[config.mk]
export PLATFORM = sky130hd
export DESIGN_NAME = clk_oe_gate
export DESIGN_NICKNAME = d
export VERILOG_FILES = /design/src/rtl/clk_oe_pkg.sv /design/src/rtl/clk_oe_sync.sv /design/src/rtl/clk_oe_policy.sv /design/src/rtl/clk_oe_cell.sv /design/src/rtl/clk_oe_gate.sv
export SDC_FILE = /design/constraint.sdc
export NUM_CORES = 1
export LEC_CHECK = 0
export BUFFER_PORTS_ARGS = -buffer_cell sky130_fd_sc_hd__buf_4
export CORE_ASPECT_RATIO = 0.8
export CORE_MARGIN = 5
export CORE_UTILIZATION = 30
export CTS_CLUSTER_SIZE = 10
export DETAILED_ROUTE_END_ITERATION = 8
export PLACE_DENSITY_LB_ADDON = 0.2
export SKIP_CTS_REPAIR_TIMING = 1
export SYNTH_ARGS = -nofsm -noshare
export SYNTH_HDL_FRONTEND = slang
export SYNTH_SLANG_ARGS = --single-unit
[constraint.sdc]
create_clock -name clk -period 1.4 [get_ports clk]
set_input_delay 0.35 -clock clk [delete_from_list [all_inputs] [get_ports clk]]
set_output_delay 0.35 -clock clk [all_outputs]
set_load 0.005 [all_outputs]
[src/rtl/clk_oe_pkg.sv]
package clk_oe_pkg;

    localparam int LVL_W  = 2;
    localparam int CODE_W = 2 * LVL_W;

    // Three-level decode: 00 low, 01 mid, 1x high
    function automatic logic lvl_is_low(input logic [LVL_W-1:0] v);
        return v == 2'b00;
    endfunction

    function automatic logic lvl_is_mid(input logic [LVL_W-1:0] v);
        return v == 2'b01;
    endfunction

    function automatic logic code_is_ll(input logic [CODE_W-1:0] c);
        return lvl_is_low(c[CODE_W-1:LVL_W]) && lvl_is_low(c[LVL_W-1:0]);
    endfunction

    function automatic logic code_is_hh(input logic [CODE_W-1:0] c);
        return c[CODE_W-1] && c[LVL_W-1];
    endfunction

    typedef struct packed {
        logic run;
        logic out;
    } cell_state_t;

endpackage

[src/rtl/clk_oe_sync.sv]
module clk_oe_sync #(
    parameter int STAGES = 2
) (
    input  logic clk,
    input  logic rst,
    input  logic din,
    output logic dout
);
    localparam int AGE_W = $clog2(STAGES + 1);

    typedef struct packed {
        logic [STAGES-1:0] chain;
        logic [AGE_W-1:0]  age;
    } sync_state_t;

    sync_state_t st_d, st_q;

    always_comb begin
        st_d       = st_q;
        st_d.chain = {st_q.chain[STAGES-2:0], din};
        if (st_q.age != AGE_W'(STAGES)) begin
            st_d.age = st_q.age + 1'b1;
        end
    end

    // Reset into the stopped state
    always_ff @(posedge clk) begin
        if (rst) begin
            st_q.chain <= '1;
            st_q.age   <= '0;
        end else begin
            st_q <= st_d;
        end
    end

    assign dout = st_q.chain[STAGES-1];

    generate
        if (STAGES == 2) begin : g_chk2
            a_r5_two_flop_delay: assert property (@(posedge clk) disable iff (rst)
                (st_q.age == AGE_W'(2)) |-> (dout == $past(din, 2)));
        end
    endgenerate

endmodule

[src/rtl/clk_oe_policy.sv]
module clk_oe_policy
    import clk_oe_pkg::*;
#(
    parameter bit IS_FB      = 1'b0,
    parameter bit CAN_INVERT = 1'b0
) (
    input  logic              stop_s,
    input  logic [LVL_W-1:0]  test_lvl,
    input  logic [LVL_W-1:0]  edge_lvl,
    input  logic [CODE_W-1:0] code,
    output logic              want_run,
    output logic              park_lvl
);
    logic diag;
    logic inverted;

    always_comb begin
        diag     = lvl_is_mid(test_lvl) && stop_s;
        inverted = CAN_INVERT && code_is_hh(code);
        if (diag) begin
            want_run = !code_is_ll(code);
        end else begin
            want_run = !stop_s || IS_FB;
        end
        park_lvl = inverted && !lvl_is_low(edge_lvl);
    end

endmodule

[src/rtl/clk_oe_cell.sv]
module clk_oe_cell
    import clk_oe_pkg::*;
(
    input  logic clk,
    input  logic rst,
    input  logic src,
    input  logic want_run,
    input  logic park_lvl,
    output logic dout
);
    cell_state_t st_d, st_q;

    always_comb begin
        st_d = st_q;
        // Change run state only while the source rests at the parked level
        if ((st_q.run != want_run) && (src == park_lvl)) begin
            st_d.run = want_run;
        end
        st_d.out = st_d.run ? src : park_lvl;
    end

    always_ff @(posedge clk) begin
        if (rst) begin
            st_q.run <= 1'b0;
            st_q.out <= park_lvl;
        end else begin
            st_q <= st_d;
        end
    end

    assign dout = st_q.out;

    a_r8_out_tracks_src: assert property (@(posedge clk) disable iff (rst)
        (dout != $past(dout)) |-> (dout == $past(src)));

    a_r6_stop_at_park: assert property (@(posedge clk) disable iff (rst)
        $fell(st_q.run) |-> (dout == park_lvl));

    a_r7_start_at_park: assert property (@(posedge clk) disable iff (rst)
        $rose(st_q.run) |-> (dout == park_lvl));

    a_r9_reset_parked: assert property (@(posedge clk) disable iff (rst)
        $past(rst) |-> (dout == park_lvl));

endmodule

[src/rtl/clk_oe_gate.sv]
module clk_oe_gate
    import clk_oe_pkg::*;
#(
    parameter int NUM_BANKS     = 4,
    parameter int OUTS_PER_BANK = 2,
    parameter int FB_BANK       = 1,
    parameter int INV_BANK      = 3,
    parameter int SYNC_STAGES   = 2,
    localparam int NUM_OUTS     = NUM_BANKS * OUTS_PER_BANK,
    localparam int CODES_W      = NUM_BANKS * CODE_W
) (
    input  logic                clk,
    input  logic                rst,
    input  logic                stop_req,
    input  logic [LVL_W-1:0]    test_lvl,
    input  logic [LVL_W-1:0]    edge_lvl,
    input  logic [CODES_W-1:0]  bank_code,
    input  logic [NUM_OUTS-1:0] clk_src,
    output logic [NUM_OUTS-1:0] clk_out
);
    logic                 stop_s;
    logic [NUM_BANKS-1:0] want_run;
    logic [NUM_BANKS-1:0] park_lvl;

    clk_oe_sync #(.STAGES(SYNC_STAGES)) u_sync (
        .clk  (clk),
        .rst  (rst),
        .din  (stop_req),
        .dout (stop_s)
    );

    generate
        for (genvar b = 0; b < NUM_BANKS; b++) begin : g_bank
            clk_oe_policy #(
                .IS_FB      (b == FB_BANK),
                .CAN_INVERT (b == INV_BANK)
            ) u_pol (
                .stop_s   (stop_s),
                .test_lvl (test_lvl),
                .edge_lvl (edge_lvl),
                .code     (bank_code[b*CODE_W +: CODE_W]),
                .want_run (want_run[b]),
                .park_lvl (park_lvl[b])
            );

            for (genvar k = 0; k < OUTS_PER_BANK; k++) begin : g_out
                clk_oe_cell u_cell (
                    .clk      (clk),
                    .rst      (rst),
                    .src      (clk_src[b*OUTS_PER_BANK + k]),
                    .want_run (want_run[b]),
                    .park_lvl (park_lvl[b]),
                    .dout     (clk_out[b*OUTS_PER_BANK + k])
                );
            end

            if (b != FB_BANK) begin : g_stoppable
                a_r1_bank_stops: assert property (@(posedge clk) disable iff (rst)
                    (stop_s && !lvl_is_mid(test_lvl)) |-> !want_run[b]);
            end

            a_r4_ll_disabled: assert property (@(posedge clk) disable iff (rst)
                (stop_s && lvl_is_mid(test_lvl) && code_is_ll(bank_code[b*CODE_W +: CODE_W]))
                |-> !want_run[b]);

            a_r4_others_run: assert property (@(posedge clk) disable iff (rst)
                (stop_s && lvl_is_mid(test_lvl) && !code_is_ll(bank_code[b*CODE_W +: CODE_W]))
                |-> want_run[b]);
        end
    endgenerate

    a_r2_feedback_kept: assert property (@(posedge clk) disable iff (rst)
        !lvl_is_mid(test_lvl) |-> want_run[FB_BANK]);

endmodule

# [Yosys cells after proc, flatten, opt, wreduce, memory -nomap -nowiden]
# Index checks and enable logic that the tools add are counted.
[word_totals] ff_bits=18 inputBits=31 output_inout_bits=8 word_cells=92
[op_classes] eq_ne=11 mux=16 bitwise=12 n_reduce_logical=36
[ops] operator="$logic_not A2 Y1" count=9
[ops] operator="$mux W1" count=16
[ops] operator="$logic_and A1 B1 Y1" count=15
[ops] operator="$not A1 Y1" count=12
[ops] operator="$reduce_or A2 Y1" count=6
[ops] operator="$ne A1 B1 Y1" count=8
[ops] operator="$logic_not A1 Y1" count=6
[ops] operator="$eq A1 B1 Y1" count=2
[ops] operator="$eq A2 B1 Y1 const B" count=1

# [Logic depth before layout (Yosys ltp)]
# Gate-level depths: netlist of the first run.
[logic_depth] ltp_word=9 ltp_mapped=3 depth_no_buf=3

# [Cells and area by module]
# From an unflattened synthesis of the first run, not the netlist that was laid out.
[unflattened] cells_unflattened=79 area_unflattened_um2=862.1
[modules_own_cells] module="clk_oe_cell" n_inst=8 cells_each=7 area_per_inst_um2=83.8 seq_area_each_um2=40.0
[modules_own_cells] module="clk_oe_policy (g_bank[0].u_pol ...)" n_inst=3 cells_each=5 area_per_inst_um2=35.0 seq_area_each_um2=0.0
[modules_own_cells] module="clk_oe_sync" n_inst=1 cells_each=4 area_per_inst_um2=52.6 seq_area_each_um2=40.0
[modules_own_cells] module="clk_oe_policy (g_bank[3].u_pol)" n_inst=1 cells_each=4 area_per_inst_um2=33.8 seq_area_each_um2=0.0

# [Worst setup path before layout of the first run]
# OpenSTA, ideal clock, no wires.
[synth_timing] kind="input port to flip-flop" start="in bank_code[5]" end="reg g_bank[1].g_out[0].u_cell.st_q[1] in the netlist's numbering" setup_time_ns=0.132 arrival_time_ns=1.070 t_required_ns=1.268 path_slack_ns=0.197 path_stages=3 n_path_buf=0 path_cell_list="or4_1 -> o21bai_1 -> a21oi_1"
[synth_between] elab_chain_len=7
[synth_lines] item="start: declaration" line_no="clk_oe_gate.sv:17" rtl="input logic [CODES_W-1:0] bank_code,"
[synth_lines] item="$logic_not A2 Y1 (*)" line_no="clk_oe_pkg.sv:8" rtl="return v == 2'b00;"
[synth_lines] item="$logic_and A1 B1 Y1 (*)" line_no="clk_oe_pkg.sv:16" rtl="return lvl_is_low(c[CODE_W-1:LVL_W]) && lvl_is_low(c[LVL_W-1:0]);"
[synth_lines] item="$logic_not A1 Y1 (*)" line_no="clk_oe_policy.sv:21" rtl="want_run = !code_is_ll(code);"
[synth_lines] item="$mux W1 (*)" line_no="clk_oe_policy.sv:20" rtl="if (diag) begin"
[synth_lines] item="$ne A1 B1 Y1" line_no="clk_oe_cell.sv:16" rtl="if ((st_q.run != want_run) && (src == park_lvl)) begin"
[synth_lines] item="$logic_and A1 B1 Y1" line_no="clk_oe_cell.sv:16"
[synth_lines] item="$mux W1 (*)" line_no="clk_oe_cell.sv:16"
[synth_lines] item="end signal: assignment" line_no="clk_oe_cell.sv:27" rtl="st_q <= st_d;"
[synth_lines] item="end: declaration" line_no="clk_oe_cell.sv:11" rtl="cell_state_t st_d, st_q;"
# Every way passes the cells marked *; elsewhere a longest branch is shown, timed or not.
# A chain may end at the register's enable or synchronous reset.

# [Worst setup path after layout of the first run]
[layout_timing] start="reg u_sync.st_q (netlist bit u_sync.dout)" end="reg g_bank[3].g_out[0].u_cell.st_q[1] in the netlist's numbering"
[layout_between] elab_chain_len=5 word_cells_on_any_way=6 classes_between="1 x eq/ne; 2 x mux; 3 x reduce/logical"
[layout_lines] item="start: declaration" line_no="clk_oe_sync.sv:16" rtl="sync_state_t st_d, st_q;"
[layout_lines] item="start signal: assignment" line_no="clk_oe_sync.sv:32" rtl="st_q <= st_d;"
[layout_lines] item="$logic_not A1 Y1 or $logic_and A1 B1 Y1 (tied branches)" line_no="clk_oe_policy.sv:23, clk_oe_policy.sv:18"
[layout_lines] item="$mux W1 (*)" line_no="clk_oe_policy.sv:20"
[layout_lines] item="$ne A1 B1 Y1" line_no="clk_oe_cell.sv:16"
[layout_lines] item="$logic_and A1 B1 Y1" line_no="clk_oe_cell.sv:16"
[layout_lines] item="$mux W1 (*)" line_no="clk_oe_cell.sv:16"
[layout_lines] item="end signal: assignment" line_no="clk_oe_cell.sv:27"
[layout_lines] item="end: declaration" line_no="clk_oe_cell.sv:11"
# Marks and branches as above.

==> qor.txt, run 1 <==
DR WL/cell: 10.6 um
Pins Over Slew Limit: 0
Max VDD drop: 376 uV
clock tree buffer depth: 2
worst-path cell chain: nand3b_1 -> o21a_1 -> a211oi_1
# nets final: 144
register area share after synthesis: 47.1%
crit path time final: 1.15 ns
Crit Path Category: reg2reg
syn_area_per_cell: 9.57 um^2
Post-synth EDFFs: 0
Total Routing Usage GR: 9.19%
P_leak: 0.000474 uW
Rows: 16
Initial Util: 31.4%
Finish-stage setup viols: 0
worst-margin pin slew: 0.479 ns
Final GP Congestion: 0.664
Layout area overhead: 37.3%
Critical Path Max Stage Delay: 0.46 ns
Net Sw Frac: 22.0%
Syn Inst Count: 80
H-tree levels: 1
Post-DRT Antenna Nets: 0
Worst-path clk slew: 0.09 ns
CP Data Arrival Time: 1.35 ns
maximum fanout along the worst path: 7
first-pass GRT wire length: 2460 um
core box area: 2440 um^2
vias: 619
Pwr Density: 914 nW/um^2
setup TNS: 0 ns
Synth area leader: dfxtp_1
Die ar.: 3670 um^2
Post-synth ARST share: 0%
vias in the first global route: 601
Worst path slowest cell: dfxtp_1
clock root buffer: clkbuf_4
clock insertion delay at the later pin of the skew report: 0.28 ns
top cell type's share of synthesized area: 47.1%
drt first pass iters: 3
Psw: 211 uW
DRC violations left: 0
power share of the sequential group: 57.8%
Final Hold Vio Count: 0
DP HPWL: 1290 um
crit-path leading delay family: flip-flops
initial antenna violation count: 0
synthesis-stage register bit count: 18
Comb pwr share: 17.4%
top post-synthesis cells by count: dfxtp_1 (18), nor2_1 (12), buf_4 (8)
die width: 66.5 um
internal power: 750 uW
cell with the most instances after synthesis: dfxtp_1
post-layout util: 43.0%
Clk pwr share: 24.8%
Antenna diodes: 0
YS warnings: 0
placed insts: 144
clk_skew: 0.00505 ns
largest net degree at the start of global routing: 19
maxcap violations: 0
Max-slew headroom: 67.7%
RSZ-0062 raised after global routing: no
total clock buffers created by CTS: 3
CP endpoint kind: register
Post-Synthesis Net Count: 111
clock sinks: 18
ranking of synthesized cells by area: dfxtp_1 (47%), buf_4 (7.8%), nor2_1 (5.9%), a311oi_1 (4.6%), mux2_4 (3.9%)
Netlist cell types: 23
Routed WL: 1560 um
vias per cell: 4.21
Tightest Hold Check Type: in2reg
synthesized cell area: 766 um^2
share of layout cells above drive strength 1: 43.2%
height of the die: 55.2 um
WP buf/inv: 0
status: finished clean
CTS tree: built
number of I/O pins: 39
CP Launch Type: register
I/O Buffers: 38
WP data required: 1.60 ns
final worst path period share: 82.1%
Top FF cell, synth: dfxtp_1
final cell count without fillers: 147
Iter 0 DRT Violations: 4
gr ovfl total: 0
maximum operating frequency: 0.870 GHz
## sequential cells by signal, indices dropped and copies added, names as in the netlist
signal                    cells
g_bank.g_out.u_cell.st_q      8
u_sync.st_d                   1
u_sync.dout                   1
g_bank.g_out.u_cell.dout      8
## final cells by class
cell class	instances	area [um^2]
repair buffers	38	285
flip-flops and latches	18	360
clock buffers	3	22.5
well taps	36	45.0
inverters	4	15.0
fillers	265	1390
multi-input cells	48	323
## power groups by stage
stage	Sequential (uW)	Clock, uW	Combinational (uW)
after floorplan	564	0	88.9
after global placement	566	0	166
after detailed placement	567	0	171
after CTS	555	256	171
after global routing	558	275	186
final	555	239	167
## per-layer routing
metal	global-route usage [%]	share of wire, %
met5	0	0
met4	3.04	1.4
met3	4.65	7.9
met2	17.0	51
met1	9.12	40
## metrics by stage
step	total power [uW]	setup WS, ns	area [um^2]	hold WS [ns]
after floorplan	652	0.197	766	0.389
after global placement	733	0.0677	1030	0.393
after detailed placement	737	0.0554	1030	0.398
after CTS	983	0.224	1050	0.236
after global routing	1020	0.120	1050	0.239
final	961	0.251	1050	0.248
## cells in the final DEF (no fill, tap or decap), drive strengths merged
cell	count
a211oi	2
a21oi	2
a311oi	4
and3b	1
buf	38
clkbuf	3
dfxtp	18
inv	4
mux2	4
nand2	6
nand2b	2
nand3b	1
nor2	12
nor2b	2
nor4	1
o211a	1
o21a	1
o21bai	2
o41ai	2
or2	2
or4	1
xnor2	2
## final timing paths
kind | slack [ns] | start | endpoint | cells past startpoint
worst max register to register | 0.25 | u_sync.dout | g_bank[3].g_out[0].u_cell.st_q[1] | 3
worst min register to register | 0.42 | u_sync.st_d[3] | u_sync.dout | 1
worst min-delay path | 0.25 | stop_req | u_sync.st_d[3] | 2
worst max-delay path | 0.25 | u_sync.dout | g_bank[3].g_out[0].u_cell.st_q[1] | 3
## logic make-up (layout without fill, tap and decap cells)
group | Yosys count | in the layout | synth area share, %
buf+inv | 14 | 45 | 10.8
xor+xnor | 2 | 2 | 2.29
compound gates | 14 | 14 | 15.4
flops | 18 | 18 | 47.1
simple gates | 28 | 28 | 17.6
mux | 4 | 4 | 6.86
Power figures use the tool's default switching activity.
==> run 2: changes to the inputs <==
ABC_AREA = 1   (was not set)
clock period = 1.2 ns   (was 1.4 ns; I/O delays follow)
==> run 2 against run 1 <==
Effect of this change: setup slack got worse by 0.074 ns; via count rose by 28%; global-route usage fell by 0.16 points; flip-flop and latch count did not move; non-clock buffer count did not move; clock power rose by 51%; clock skew rose by 0.0038 ns; critical endpoint is now clk_out[4]; largest power group unchanged.
==> qor.txt, run 2 <==
hold path depth: 2 (unchanged)
final worst path period share: 85.3%
r2r setup slk: 0.35 ns (was 0.25 ns)
top cell type's share of synthesized area: 42.3% (was 47.1%)
clock tree buffer depth: 2 (unchanged)
total clock buffers created by CTS: 3 (unchanged)
CTS tree: built (unchanged)
share of layout cells above drive strength 1: 30.0% (was 43.2%)
gr ovfl total: 0 (unchanged)
Psw: 292 uW (was 211 uW)
DRC violations left: 0 (unchanged)
Initial Util: 31.1% (was 31.4%)
Top FF cell, synth: dfxtp_1 (unchanged)
Layout area overhead: 36.3% (was 37.3%)
setup slack after layout: 0.177 ns (was 0.251 ns)
clk_skew: 0.00881 ns (was 0.00505 ns)
H-tree levels: 1 (unchanged)
Iter 0 DRT Violations: 29 (was 4)
internal power: 946 uW (was 750 uW)
Routed WL: 1790 um (was 1560 um)
final cell count without fillers: 198 (was 147)
WHS Endpoint: u_sync.st_d[3] (unchanged)
P_leak: 0.000685 uW (was 0.000474 uW)
reg2reg start: u_sync.dout (unchanged)
CP Launch Type: register (unchanged)
Max-slew headroom: 85.6% (was 67.7%)
worst-margin pin slew: 0.215 ns (was 0.479 ns)
Hold Crit Start: stop_req (unchanged)
first-pass GRT wire length: 2890 um (was 2460 um)
# nets final: 192 (was 144)
synthesized cell area: 852 um^2 (was 766 um^2)
Net Sw Frac: 23.6% (was 22.0%)
CP endpoint kind: primary output (was register)
setup TNS: 0 ns (unchanged)
Total Routing Usage GR: 9.03% (was 9.19%)
grt met1 use: 10.4% (was 9.12%)
clock sinks: 18 (unchanged)
cell with the most instances after synthesis: nand2_1 (was dfxtp_1)
drt first pass iters: 6 (was 3)
Worst path slowest cell: dfxtp_1 (unchanged)
top post-synthesis cells by count: nand2_1 (30), inv_1 (22), nor2_1 (21) (was dfxtp_1 (18), nor2_1 (12), buf_4 (8))
CP Data Arrival Time: 0.72 ns (was 1.35 ns)
vias in the first global route: 669 (was 601)
Antenna diodes: 0 (unchanged)
Clk pwr share: 29.2% (was 24.8%)
height of the die: 57.7 um (was 55.2 um)
Comb pwr share: 18.3% (was 17.4%)
M2 GR Usage: 16.0% (was 17.0%)
syn_area_per_cell: 6.76 um^2 (was 9.57 um^2)
commonest non-fill, non-tap cell in the layout: buf_4 (unchanged)
register area share after synthesis: 42.3% (was 47.1%)
vias: 795 (was 619)
die width: 69.6 um (was 66.5 um)
reg-to-reg endpoint: g_bank[1].g_out[1].u_cell.st_q[1] (was g_bank[3].g_out[0].u_cell.st_q[1])
Worst-path clk slew: 0.10 ns (was 0.09 ns)
Critical Path Max Stage Delay: 0.31 ns (was 0.46 ns)
ranking of synthesized cells by area: dfxtp_1 (42%), nand2_1 (13%), inv_1 (9.7%), nor2_1 (9.3%), nand3_1 (7.6%) (was dfxtp_1 (47%), buf_4 (7.8%), nor2_1 (5.9%), a311oi_1 (4.6%), mux2_4 (3.9%))
placed insts: 194 (was 144)
met3 Track Usage GR: 2.60% (was 4.65%)
DR WL/cell: 9.06 um (was 10.6 um)
Pins Over Slew Limit: 0 (unchanged)
YS warnings: 0 (unchanged)
crit-path leading delay family: flip-flops (unchanged)
Post-synth ARST share: 0% (unchanged)
crit path time final: 1.02 ns
Post-synth EDFFs: 0 (unchanged)
RSZ-0062 raised after global routing: no (unchanged)
Top Usage Layer GRT: met2 (unchanged)
maximum fanout along the worst path: 1 (was 7)
clock root buffer: clkbuf_4 (unchanged)
vias per cell: 4.02 (was 4.21)
largest net degree at the start of global routing: 11 (was 19)
clock insertion delay at the later pin of the skew report: 0.29 ns (was 0.28 ns)
worst-path cell chain: buf_4 (was nand3b_1 -> o21a_1 -> a211oi_1)
Tightest Hold Check Type: in2reg (unchanged)
design area: 1160 um^2 (was 1050 um^2)
maximum operating frequency: 0.977 GHz
Post-Synthesis Net Count: 157 (was 111)
R2R depth: 3 (unchanged)
Finish-stage setup viols: 0 (unchanged)
status: finished clean (unchanged)
Netlist cell types: 13 (was 23)
origin of the worst setup path: g_bank[2].g_out[0].u_cell.dout (was u_sync.dout)
Crit Path Category: reg2out (was reg2reg)
commonest cells after routing, fill and taps aside: buf_4 (38), nand2_1 (30), inv_1 (22) (was buf_4 (38), dfxtp_1 (18), nor2_1 (12))
maxcap violations: 0 (unchanged)
Post-DP Area: 1120 um^2 (was 1030 um^2)
Rows: 17 (was 16)
Max VDD drop: 615 uV (was 376 uV)
Die ar.: 4010 um^2 (was 3670 um^2)
Worst path depth: 1 (was 3)
hold_ws: 0.190 ns (was 0.248 ns)
WP buf/inv: 1 (was 0)
Final Hold Vio Count: 0 (unchanged)
power share of the sequential group: 52.5% (was 57.8%)
Final GP Congestion: 0.811 (was 0.664)
initial antenna violation count: 0 (unchanged)
Pwr Density: 1070 nW/um^2 (was 914 nW/um^2)
WP data required: 0.90 ns (was 1.60 ns)
DP HPWL: 1450 um (was 1290 um)
Post-DRT Antenna Nets: 0 (unchanged)
synthesis-stage register bit count: 18 (unchanged)
I/O Buffers: 38 (unchanged)
Place WS: 0.163 ns (was 0.0554 ns)
Syn Inst Count: 126 (was 80)
Synth area leader: dfxtp_1 (unchanged)
core box area: 2740 um^2 (was 2440 um^2)
number of I/O pins: 39 (unchanged)
run 2: power by group through the flow:
stage                     sequential, uW  clock, uW  combinational [uW]
final                                650        362                 226
after floorplan                      661          0                 126
after global placement               664          0                 224
after CTS                            651        382                 229
after global routing                 655        418                 255
after detailed placement             664          0                 228
run 2: logic make-up after synthesis:
family / count (synthesis) / synth area share, %
simple gates: 69 / 34.9
buf+inv: 33 / 18.1
flops: 18 / 42.3
compound gates: 4 / 2.35
mux: 2 / 2.35
run 2: worst max path at each step:
stage	to	slack (ns)
global placement	g_bank[1].g_out[1].u_cell.st_q[1]	0.17
CTS	clk_out[4]	0.16
global route	clk_out[6]	0.12
detailed placement	g_bank[1].g_out[1].u_cell.st_q[1]	0.16
floorplan	g_bank[3].g_out[0].u_cell.st_q[1]	0.37
finish	clk_out[4]	0.18
run 2: layer usage:
layer | part of all wire [%] | up-vias | wire length (um)
met5 | 0 | - | 0
met4 | 1.5 | 0 | 27
met3 | 2.4 | 2 | 43
met2 | 49 | 15 | 881
met1 | 47 | 343 | 840
li1 | - | 435 | -
run 2: per-stage QoR:
| stage | total power [uW] | utilization (%) |
|---|---|---|
| 2_1_floorplan | 787 | - |
| 3_3_place_gp | 888 | 41.0 |
| 3_5_place_dp | 892 | 41.0 |
| 4_1_cts | 1260 | 42.3 |
| 5_1_grt | 1330 | 42.3 |
| 6_report | 1240 | 42.3 |
run 2: final cells by class:
cell class / instances / area [um^2]
flip-flops and latches: 18 / 360
well taps: 38 / 47.5
fillers: 288 / 1580
clock buffers: 4 / 36.3
multi-input cells: 75 / 338
inverters: 25 / 93.8
repair buffers: 38 / 285
==> run 3: changes to the inputs <==
RECOVER_POWER = 50   (was not set)
SKIP_LAST_GASP = 1   (was not set)
==> run 3 against run 2 <==
Effect of this change: maximum frequency is essentially flat; clock power is essentially flat; global-route usage is the same.
==> qor.txt, run 3 (synthesized netlist as in run 2, its figures left out) <==
fillers: 289 (was 288)
CP Launch Type: register (unchanged)
Finish-stage setup viols: 0 (unchanged)
DRC violations left: 0 (unchanged)
vias per cell: 3.98 (was 4.02)
Critical Path Max Stage Delay: 0.31 ns (about the same)
first-pass GRT wire length: 2890 um (unchanged)
total power: 1240 uW (about the same)
share of layout cells above drive strength 1: 28.7% (was 30.0%)
Pwr Density: 1070 nW/um^2 (about the same)
Worst-path clk slew: 0.10 ns (about the same)
clock sinks: 18 (unchanged)
commonest cells after routing, fill and taps aside: buf_4 (37), nand2_1 (30), inv_1 (23) (was buf_4 (38), nand2_1 (30), inv_1 (22))
H-tree levels: 1 (unchanged)
Tightest Hold Check Type: in2reg (unchanged)
Initial Util: 31.1% (unchanged)
RSZ-0062 raised after global routing: no (unchanged)
final worst path period share: 85.2% (was 85.3%)
CTS tree: built (unchanged)
status: finished clean (unchanged)
Final Hold Vio Count: 0 (unchanged)
drt first pass iters: 4 (was 6)
clock root buffer: clkbuf_4 (unchanged)
Post-DRT Antenna Nets: 0 (unchanged)
maximum fanout along the worst path: 1 (unchanged)
setup TNS: 0 ns (unchanged)
r2r setup slk: 0.35 ns (about the same)
crit path time final: 1.02 ns (about the same)
DP HPWL: 1450 um (unchanged)
Antenna diodes: 0 (unchanged)
Iter 0 DRT Violations: 26 (was 29)
Pins Over Slew Limit: 0 (unchanged)
DR WL/cell: 9.03 um (was 9.06 um)
worst-margin pin slew: 0.406 ns (was 0.215 ns)
crit-path leading delay family: flip-flops (unchanged)
# nets final: 192 (unchanged)
CP endpoint kind: primary output (unchanged)
die width: 69.6 um (unchanged)
I/O Buffers: 38 (unchanged)
largest net degree at the start of global routing: 11 (unchanged)
clk_skew: 0.00847 ns (was 0.00881 ns)
Max VDD drop: 615 uV (about the same)
clock insertion delay at the later pin of the skew report: 0.29 ns (about the same)
clock tree buffer depth: 2 (unchanged)
Rows: 17 (unchanged)
Crit Path Category: reg2out (unchanged)
Total Routing Usage GR: 9.03% (unchanged)
height of the die: 57.7 um (unchanged)
number of I/O pins: 39 (unchanged)
Routed WL: 1790 um (about the same)
WP buf/inv: 1 (unchanged)
placed insts: 194 (unchanged)
Final GP Congestion: 0.811 (unchanged)
Layout area overhead: 35.8% (was 36.3%)
maximum operating frequency: 0.978 GHz (was 0.977 GHz)
vias in the first global route: 669 (unchanged)
worst-path cell chain: buf_4 (unchanged)
initial antenna violation count: 0 (unchanged)
core box area: 2740 um^2 (unchanged)
Worst path slowest cell: dfxtp_1 (unchanged)
WP data required: 0.90 ns (about the same)
commonest non-fill, non-tap cell in the layout: buf_4 (unchanged)
Die ar.: 4010 um^2 (unchanged)
CP Data Arrival Time: 0.72 ns (about the same)
maxcap violations: 0 (unchanged)
total clock buffers created by CTS: 3 (unchanged)
vias: 788 (was 795)
P_leak: 0.000682 uW (was 0.000685 uW)
Max-slew headroom: 72.9% (was 85.6%)
final cell count without fillers: 198 (unchanged)
gr ovfl total: 0 (unchanged)
## run 3: where the power goes
part	switching (uW)	leakage, uW	internal, uW
Clock	177	0.0000210	185
Sequential	14.7	0.000149	636
Combinational	100	0.000512	124
Total	291	0.000682	944
## run 3: per-layer routing
layer	wire length (um)	GRT usage [%]	vias up
met2	886	16.0	11
li1	-	-	435
met5	0	0	-
met3	41	2.60	2
met1	832	10.4	340
met4	27	3.34	0
## run 3: metrics by stage
step | setup slack (ns) | hold slack, ns | area [um^2] | util [%]
global placement | 0.170 | 0.388 | 1120 | 41.0
detailed placement | 0.163 | 0.398 | 1120 | 41.0
CTS | 0.158 | 0.180 | 1160 | 42.3
floorplan | 0.373 | 0.383 | 852 | -
finish | 0.177 | 0.190 | 1160 | 42.2
global route | 0.122 | 0.177 | 1160 | 42.2
## run 3: area by class of cell
type | instances | area (um^2) | area share [%]
timing repair buffer | 38 | 282 | 24.3
clock buffer | 4 | 36.3 | 3.14
multi-input combinational | 75 | 338 | 29.2
sequential | 18 | 360 | 31.1
tap | 38 | 47.5 | 4.11
inverter | 25 | 93.8 | 8.11
## run 3: worst paths after layout
kind,from,cells past startpoint,to
max,g_bank[2].g_out[0].u_cell.dout,1,clk_out[4]
max reg2reg,u_sync.dout,3,g_bank[1].g_out[1].u_cell.st_q[1]
min reg2reg,u_sync.st_d[3],1,u_sync.dout
min,stop_req,2,u_sync.st_d[3]
